## config.mk

```make
export PLATFORM = sky130hd
export DESIGN_NAME = wdt_two_phase
export DESIGN_NICKNAME = d
export VERILOG_FILES = /design/src/rtl/wdt_pkg.sv /design/src/rtl/wdt_tick_gen.sv /design/src/rtl/wdt_phase_ctrl.sv /design/src/rtl/wdt_regs.sv /design/src/rtl/wdt_two_phase.sv
export SDC_FILE = /design/constraint.sdc
export NUM_CORES = 1
export LEC_CHECK = 0
export BUFFER_PORTS_ARGS = -buffer_cell sky130_fd_sc_hd__buf_2
export CAP_MARGIN = 40
export CORE_MARGIN = 2
export CORE_UTILIZATION = 40
export DETAILED_ROUTE_END_ITERATION = 6
export PLACE_DENSITY_LB_ADDON = 0.25
export SYNTH_ARGS = -nofsm -noshare
export SYNTH_HDL_FRONTEND = slang
export SYNTH_SLANG_ARGS = --single-unit
```

## constraint.sdc

```tcl
create_clock -name clk -period 2.7 [get_ports clk]
set_clock_uncertainty 0.15 [all_clocks]
set_input_delay 0.135 -clock clk [delete_from_list [all_inputs] [get_ports clk]]
set_output_delay 0.135 -clock clk [all_outputs]
set_load 0.02 [all_outputs]
```

## src/rtl/wdt_pkg.sv

```systemverilog
// Shared constants and types for the two-phase watchdog.
// Assumes a 32-bit register word; field positions are fixed here.
package wdt_pkg;
    localparam int PHASE_W   = 5;
    localparam int PRESC_W   = 2;
    localparam int MODE_W    = 2;
    localparam int NUM_RST   = 3;

    localparam int EN_BIT    = 0;
    localparam int PRESC_LSB = 1;
    localparam int MODE_LSB  = 3;
    localparam int PH1_LSB   = 8;
    localparam int PH2_LSB   = 16;

    typedef enum logic [1:0] {
        REG_CTRL = 2'd0,
        REG_KICK = 2'd1,
        REG_STAT = 2'd2
    } reg_addr_e;

    typedef enum logic {
        PH_FIRST  = 1'b0,
        PH_SECOND = 1'b1
    } phase_e;

    typedef struct packed {
        logic               en;
        logic [PRESC_W-1:0] presc;
        logic [MODE_W-1:0]  mode;
        logic [PHASE_W-1:0] ph1;
        logic [PHASE_W-1:0] ph2;
    } wdt_cfg_t;
endpackage

```

## src/rtl/wdt_tick_gen.sv

```systemverilog
// Tick generator: divides the clock by 2^(BASE_SHIFT+presc).
// Assumes presc is stable while running; counter is held at zero when
// run is low and is zeroed by restart.
module wdt_tick_gen #(
    parameter int BASE_SHIFT = 25,
    parameter int PRESC_W    = 2
) (
    input  logic               clk,
    input  logic               rst_n,
    input  logic               run,
    input  logic               restart,
    input  logic [PRESC_W-1:0] presc,
    output logic               tick_o
);
    localparam int CNT_W = BASE_SHIFT + (1 << PRESC_W) - 1;
    localparam logic [CNT_W-1:0] ONE = {{(CNT_W-1){1'b0}}, 1'b1};

    logic [CNT_W-1:0] cnt;
    logic [CNT_W-1:0] lim;

    // Terminal count for the selected prescale.
    always_comb begin
        lim = (ONE << (BASE_SHIFT + int'(presc))) - ONE;
    end

    assign tick_o = run && (cnt == lim);

    // Divider counter: held, restarted or wrapped at the terminal count.
    always_ff @(posedge clk) begin
        if (!rst_n || !run || restart) begin
            cnt <= '0;
        end else if (cnt == lim) begin
            cnt <= '0;
        end else begin
            cnt <= cnt + ONE;
        end
    end
endmodule

```

## src/rtl/wdt_phase_ctrl.sv

```systemverilog
// Phase sequencer: counts ticks through the first phase, then the second,
// and issues a one-cycle reset request picked by mode. Assumes restart has
// priority over a tick arriving in the same cycle.
module wdt_phase_ctrl
    import wdt_pkg::*;
#(
    parameter int PH_W = PHASE_W
) (
    input  logic              clk,
    input  logic              rst_n,
    input  logic              run,
    input  logic              restart,
    input  logic              tick,
    input  logic [PH_W-1:0]   ph1_lim,
    input  logic [PH_W-1:0]   ph2_lim,
    input  logic [MODE_W-1:0] mode,
    output logic              ph1_exp,
    output logic              ph2_done,
    output logic [NUM_RST-1:0] rst_vec_o
);
    phase_e          st;
    logic [PH_W-1:0] cnt;
    logic            step;
    logic [NUM_RST-1:0] sel;

    assign step     = run && !restart && tick;
    assign ph1_exp  = step && (st == PH_FIRST)  && (cnt == ph1_lim);
    assign ph2_done = step && (st == PH_SECOND) && (cnt == ph2_lim);

    // Mode decode: one output per low code, the top output for the rest.
    generate
        for (genvar g = 0; g < NUM_RST; g++) begin : g_sel
            if (g < NUM_RST - 1) begin : g_exact
                assign sel[g] = (int'(mode) == g);
            end else begin : g_rest
                assign sel[g] = (int'(mode) >= g);
            end
        end
    endgenerate

    // Phase state and tick count.
    always_ff @(posedge clk) begin
        if (!rst_n || !run || restart) begin
            st  <= PH_FIRST;
            cnt <= '0;
        end else if (ph1_exp) begin
            st  <= PH_SECOND;
            cnt <= '0;
        end else if (ph2_done) begin
            st  <= PH_FIRST;
            cnt <= '0;
        end else if (step) begin
            cnt <= cnt + 1'b1;
        end
    end

    // Registered one-cycle reset request.
    always_ff @(posedge clk) begin
        if (!rst_n) begin
            rst_vec_o <= '0;
        end else begin
            rst_vec_o <= ph2_done ? sel : '0;
        end
    end
endmodule

```

## src/rtl/wdt_regs.sv

```systemverilog
// Register file: control word, kick decode, interrupt status with
// write-one-to-clear, and the lock that keeps the timer running after the
// first phase. Assumes single-cycle writes; reads are combinational.
module wdt_regs
    import wdt_pkg::*;
#(
    parameter int          DATA_W   = 32,
    parameter logic [31:0] KICK_KEY = 32'h5A5A_0001
) (
    input  logic              clk,
    input  logic              rst_n,
    input  logic              wr_en,
    input  logic [1:0]        wr_addr,
    input  logic [DATA_W-1:0] wr_data,
    input  logic [1:0]        rd_addr,
    input  logic              ph1_exp,
    input  logic              ph2_done,
    output wdt_cfg_t          cfg,
    output logic              locked,
    output logic              irq,
    output logic              kick,
    output logic              run,
    output logic [DATA_W-1:0] rd_data
);
    logic wr_ctrl;
    logic wr_stat;

    assign wr_ctrl = wr_en && (wr_addr == REG_CTRL);
    assign wr_stat = wr_en && (wr_addr == REG_STAT);
    assign kick    = wr_en && (wr_addr == REG_KICK) && (wr_data == DATA_W'(KICK_KEY));
    assign run     = cfg.en || locked;

    // Control word; end of the second phase drops enable.
    always_ff @(posedge clk) begin
        if (!rst_n) begin
            cfg <= '0;
        end else begin
            if (wr_ctrl) begin
                cfg.en    <= wr_data[EN_BIT];
                cfg.presc <= wr_data[PRESC_LSB +: PRESC_W];
                cfg.mode  <= wr_data[MODE_LSB +: MODE_W];
                cfg.ph1   <= wr_data[PH1_LSB +: PHASE_W];
                cfg.ph2   <= wr_data[PH2_LSB +: PHASE_W];
            end
            if (ph2_done) begin
                cfg.en <= 1'b0;
            end
        end
    end

    // Lock: set at first expiry, released only by the reset request.
    always_ff @(posedge clk) begin
        if (!rst_n || ph2_done) begin
            locked <= 1'b0;
        end else if (ph1_exp) begin
            locked <= 1'b1;
        end
    end

    // Interrupt flag: set wins over a simultaneous clear.
    always_ff @(posedge clk) begin
        if (!rst_n) begin
            irq <= 1'b0;
        end else if (ph1_exp) begin
            irq <= 1'b1;
        end else if (wr_stat && wr_data[0]) begin
            irq <= 1'b0;
        end
    end

    // Read mux.
    always_comb begin
        rd_data = '0;
        case (rd_addr)
            REG_CTRL: begin
                rd_data[EN_BIT]                 = cfg.en;
                rd_data[PRESC_LSB +: PRESC_W]   = cfg.presc;
                rd_data[MODE_LSB +: MODE_W]     = cfg.mode;
                rd_data[PH1_LSB +: PHASE_W]     = cfg.ph1;
                rd_data[PH2_LSB +: PHASE_W]     = cfg.ph2;
            end
            REG_STAT: begin
                rd_data[0] = irq;
                rd_data[1] = locked;
            end
            default: rd_data = '0;
        endcase
    end
endmodule

```

## src/rtl/wdt_two_phase.sv

```systemverilog
// Top of the two-phase watchdog: register file, tick divider and phase
// sequencer. Assumes one clock domain and a synchronous active-low reset.
module wdt_two_phase
    import wdt_pkg::*;
#(
    parameter int          BASE_SHIFT = 25,
    parameter int          DATA_W     = 32,
    parameter logic [31:0] KICK_KEY   = 32'h5A5A_0001
) (
    input  logic              clk,
    input  logic              rst_n,
    input  logic              wr_en,
    input  logic [1:0]        wr_addr,
    input  logic [DATA_W-1:0] wr_data,
    input  logic [1:0]        rd_addr,
    output logic [DATA_W-1:0] rd_data,
    output logic              irq_o,
    output logic              rst_cpu_o,
    output logic              rst_soc_o,
    output logic              rst_full_o
);
    wdt_cfg_t           cfg;
    logic               locked;
    logic               kick;
    logic               run;
    logic               tick;
    logic               ph1_exp;
    logic               ph2_done;
    logic [NUM_RST-1:0] rst_vec;

    wdt_regs #(
        .DATA_W   (DATA_W),
        .KICK_KEY (KICK_KEY)
    ) u_regs (
        .clk      (clk),
        .rst_n    (rst_n),
        .wr_en    (wr_en),
        .wr_addr  (wr_addr),
        .wr_data  (wr_data),
        .rd_addr  (rd_addr),
        .ph1_exp  (ph1_exp),
        .ph2_done (ph2_done),
        .cfg      (cfg),
        .locked   (locked),
        .irq      (irq_o),
        .kick     (kick),
        .run      (run),
        .rd_data  (rd_data)
    );

    wdt_tick_gen #(
        .BASE_SHIFT (BASE_SHIFT),
        .PRESC_W    (PRESC_W)
    ) u_tick (
        .clk     (clk),
        .rst_n   (rst_n),
        .run     (run),
        .restart (kick),
        .presc   (cfg.presc),
        .tick_o  (tick)
    );

    wdt_phase_ctrl #(
        .PH_W (PHASE_W)
    ) u_phase (
        .clk       (clk),
        .rst_n     (rst_n),
        .run       (run),
        .restart   (kick),
        .tick      (tick),
        .ph1_lim   (cfg.ph1),
        .ph2_lim   (cfg.ph2),
        .mode      (cfg.mode),
        .ph1_exp   (ph1_exp),
        .ph2_done  (ph2_done),
        .rst_vec_o (rst_vec)
    );

    assign rst_cpu_o  = rst_vec[0];
    assign rst_soc_o  = rst_vec[1];
    assign rst_full_o = rst_vec[2];
endmodule

```

Word-level counts from Yosys, hierarchy flattened. Cells that the tools add are included.

Register bits after elaboration: 54. Output and inout port bits: 36. Word-level logic and storage cells: 63.

Add/sub/neg operators: 4. Magnitude comparators: 1. Eq/ne operators: 8. Shift-type cells: 1. Multiplexer cells: 8. Bitwise gates (word level): 2. Reductions and logical operators: 28.

Operator list (number): $eq A32 B31 Y1 const B (1); $shl A1 B32 Y28 const A (1); $add A28 B1 Y28 const B (1); $eq A28 B28 Y1 (1); $sub A28 B1 Y28 const B (1); $logic_and A1 B1 Y1 (12); $eq A5 B5 Y1 (2); $mux W5 (2); $add A5 B2 Y6 const A (1); $eq A2 B2 Y1 const B (3); $logic_not A2 Y1 (3); $add A5 B1 Y5 const B (1); $logic_or A1 B1 Y1 (4); $mux W1 (4); $pmux W2 S2 (1); $reduce_bool A2 Y1 (2); $reduce_or A2 Y1 (2); $logic_not A1 Y1 (3); $mux W3 (1); $reduce_or A3 Y1 (1); $eq A2 B1 Y1 const B (1); $ge A2 B2 Y1 const B (1); $not A1 Y1 (2); $reduce_and A2 Y1 (1).

Logic depth before layout (Yosys ltp).
Depth in word-level cells: 10. Depth in mapped cells: 8.

By module. Synthesis repeated with hierarchy kept, for this count alone.

Cell total of the unflattened synthesis: 337. Area total of the unflattened synthesis: 2870.3 um^2.

By module, submodules not included: wdt_tick_gen (times used 1, cells each 162, area an instance 1366.3 um^2, seq. area each 560.5 um^2); wdt_regs (times used 1, cells each 124, area an instance 999.7 um^2, seq. area each 340.3 um^2); wdt_phase_ctrl (times used 1, cells each 51, area an instance 504.2 um^2, seq. area each 180.2 um^2).

Least setup slack after synthesis. No wires, ideal clock.

Path type: register to register. Start point: register u_tick.cnt[0]. End point: register u_phase.rst_vec_o[1]. Setup time: 73 ps. Data arrival time: 2064 ps. Data required time: 2477 ps. Path slack: 413 ps. Stages on the path, launching flop included: 8. Path through: dfxtp_1 ha_1 nand3_2 nor4_4 o2111ai_2 buf_6 or4_4 nor3b_2.

Cells in the longest elaborated chain, start to end: 6.

Ends and longest elaborated chain: from (decl) (line wdt_tick_gen.sv:18) `logic [CNT_W-1:0] cnt;`; from (signal assigned) (line wdt_tick_gen.sv:35) `cnt <= cnt + ONE;`; $eq A28 B28 Y1 (line wdt_tick_gen.sv:26) `assign tick_o = run && (cnt == lim);`; $logic_and A1 B1 Y1 (line wdt_tick_gen.sv:26); $logic_and A1 B1 Y1 (line wdt_phase_ctrl.sv:26) `assign step = run && !restart && tick;`; $logic_and A1 B1 Y1 (2 in a row) (line wdt_phase_ctrl.sv:28) `assign ph2_done = step && (st == PH_SECOND) && (cnt == ph2_lim);`; $reduce_and A2 Y1 (no line); to (signal assigned) (line wdt_phase_ctrl.sv:62) `rst_vec_o <= ph2_done ? sel : '0;`; to (decl) (line wdt_phase_ctrl.sv:19) `output logic [NUM_RST-1:0] rst_vec_o`.

No other way between the ends. A chain may end at the register's enable or synchronous reset.

Worst setup path in the final report.
Start point: input port wr_data[3]. End point: register u_tick.cnt[18].

Cells in the longest elaborated chain, start to end: 4.

Ends and longest elaborated chain: from (decl) (line wdt_two_phase.sv:14) `input logic [DATA_W-1:0] wr_data,`; $eq A32 B31 Y1 (line wdt_regs.sv:30) `assign kick = wr_en && (wr_addr == REG_KICK) && (wr_data == DATA_W'(KICK_KEY));`; $logic_and A1 B1 Y1 (line wdt_regs.sv:30); $logic_or A1 B1 Y1 (line wdt_tick_gen.sv:30) `if (!rst_n || !run || restart) begin`; $reduce_or A2 Y1 (no line).

No other way between the ends.

==> qor.csv <==
metric,value,unit
comb_power_share,9.2,%
crit_type,in2reg,
pwr-share-clk,33.5,%
clock_path_buffers,2,
rows,30,
h-tree-depth,2,
num_antenna_cells,0,
critPathMaxFanout,27,
max-cap-violations,0,
switchingPower,369,uW
first_iter_violations,105,
yosysWarnings,0,
clock_sinks,54,
wire_per_inst,13.3,um
crit_slowest_cell,dlygate4sd3_1,
rr_worst_depth,6,
holdCritStartpoint,wr_data[0],
core_area,0.00672,mm^2
rsz0062_at_grt,false,
fin_ws,431,ps
first_global_vias,2264,
cp_top_family,buffers and inverters,
power_density,427,mW/mm^2
tns,0,ps
clock_latency,310,ps
cts_root_buffer,clkbuf_8,
grt_pass1_wl,10100,um
placed_area,0.00307,mm^2
end_kind,register,
leakagePower,1.33,nW
synth_area,0.00276,mm^2
max_slew_margin,51.5,%
grt_start_max_net_pins,28,
dr.pass1.iters,4,
ctsHoldBuffers,15,
max_stage_delay,540,ps
netlist-cell-type-count,46,
grtUsageTotal,16.7,%
fillCellCount,656,
via_per_inst,5.08,
critPathLaunchType,input port,
regArea,0.00108,mm^2
r2r_start,u_tick.cnt[0],
rr_endpoint,u_phase.rst_vec_o[1],
syn_inst,326,
path_clk_slew,100,ps
design_area,0.00332,mm^2
cts_resized,0,
ir_drop,0.000209,V
place_congestion,0.841,
cts_tree,built,
rrSetupSlack,560,ps
area_delta_synth_final,20.4,%
sw_frac_of_total,26.1,%
async_reset_ff_share,0,%
arrival,2320,ps
critical_path.cell_chain,dlygate4sd3_1 > buf_2 > nor4_1 > nand4_1 > o311ai_2 > or2b_1 > buf_4 > nor2_1,
hold_path_depth,3,
cts_post_setup_buffers_inserted,0,
ys_ff_latch,54,
die_w,87.0,um
synth_flop_cell,dfxtp_1,
dp_hpwl,4670,um
die_y,87.0,um
holdPathEnd,u_regs.cfg[14],
antenna_found_initial,0,
seq_area_frac_synth,39.2,%
cp_data_required_time,2750,ps
cp-startpoint,wr_data[3],
start_util,41.0,%
gr-total-overflow,0,
multi_input_area,0.00154,mm^2
period_share,84.1,%
power.total,1.42,mW
max_freq,0.441,GHz
slew_violations,0,
io_pins,75,
worst_pin_slew,724,ps
cts_inserted_buffers,5,
cp.buffers_inverters,3,
final_antenna_net_count,0,
internal_power,1.05,mW
nets,440,
wirelength,6370,um
dieArea,0.00757,mm^2
finalCriticalPeriod,2270,ps
syn_area_per_cell,8.45,um^2
power_frac_seq,57.3,%
hold_path.class,in2reg,
hold_violations,0,
finalSetupViolCount,0,
synth-edff-count,0,
hold_ws,19.1,ps
drive_gt1_share,21.0,%
post-place-ws,552,ps
drc,0,
vias,2439,
port_buffers,57,
status,"complete, no violations",
==> how the worst max path moves through the flow <==
stage / to / slack [ps] / cells after the start
finish: u_tick.cnt[18] / 430 / 8
global route: u_regs.irq / 280 / 7
CTS: u_tick.cnt[18] / 460 / 8
detailed placement: u_phase.rst_vec_o[1] / 550 / 5
global placement: u_phase.rst_vec_o[1] / 600 / 5
floorplan: u_phase.rst_vec_o[1] / 410 / 7
==> Yosys cell counts, types with 2 or more instances <==
master	instances	area, um^2
nor2b_1	2	12.5
or3_1	2	12.5
nand3_2	2	20.0
a32oi_1	3	26.3
nand3_1	15	75.1
nor4bb_1	4	40.0
nor3_1	7	35.0
buf_2	3	15.0
nand4b_1	3	26.3
nor2_1	39	146
buf_4	17	128
nand4_1	11	68.8
nor4_1	3	18.8
and2_1	17	106
clkbuf_1	9	33.8
ha_1	2	25.0
dfxtp_1	54	1080
and3_1	8	50.1
o21a_1	2	15.0
xnor2_1	15	131
inv_1	3	11.3
xor2_1	21	184
nand2_1	38	143
a21oi_1	22	110
mux2i_1	3	30.0
==> final cells by class <==
cell class	count	share of cell area (%)
Inverter	3	0.339
Clock inverter	3	0.754
Timing Repair Buffer	80	14.9
Tap cell	80	3.02
Clock buffer	5	2.07
Multi-Input combinational cell	255	46.3
Sequential cell	54	32.6
==> layer usage <==
layer,track usage [%],wire length [um],vias to the layer above
li1,-,-,1224
met1,20.2,2860,1153
met2,29.7,3180,55
met3,3.32,273,7
met4,4.83,57,0
met5,0,0,-
==> cell families after synthesis <==
kind of cell / Yosys count / share of synthesized area [%]
simple gates: 164 / 32.2
flops: 54 / 39.2
xor+xnor: 36 / 11.4
compound gates: 33 / 7.81
buf+inv: 33 / 7.22
mux: 3 / 1.09
fa+ha+maj: 2 / 0.908
other cells: 1 / 0.136
==> stage by stage <==
stage	util (%)	cells
5_1_grt	49.4	480
4_1_cts	49.4	480
3_3_place_gp	45.7	457
3_5_place_dp	45.7	457
2_1_floorplan	-	342
6_report	49.4	480
==> worst register-to-register path, cell delays in order (launching register included) <==
cell       delay (ps)
dfxtp_1           390
ha_1              220
nand3_2           170
nor4_4            310
o2111ai_2         180
or4_4             520
nor3b_2           150
==> power by group through the flow <==
stage	clock network (mW)	registers (mW)	logic (mW)
after detailed placement	0	0.830	0.113
after floorplan	0	0.827	0.0865
after global routing	0.521	0.813	0.142
final	0.475	0.812	0.131
after CTS	0.489	0.812	0.130
after global placement	0	0.830	0.111
==> registers in the layout (all words and copies together) (netlist names) <==
register / flops
u_phase.cnt: 5
u_regs.cfg: 15
u_phase.rst_vec_o: 3
u_tick.cnt: 28
u_phase.st: 1
u_regs.irq: 1
u_regs.locked: 1
==> placed cells by master (no fill, tap or decap), drive strengths merged, types with 2 or more instances in the layout <==
master,count
or3,2
and2,17
buf,65
nand4b,3
a21oi,22
nor3,7
xnor2,15
nor3b,2
nor2,39
clkbuf,5
dfxtp,54
nor2b,2
dlygate4sd3,15
nand2,38
inv,4
nor4,5
a32oi,3
o21a,2
nand4,12
nor4bb,4
and3,8
or4,2
conb,17
nand3,17
xor2,21
mux2i,3
ha,2
Power figures use the tool's default switching activity.
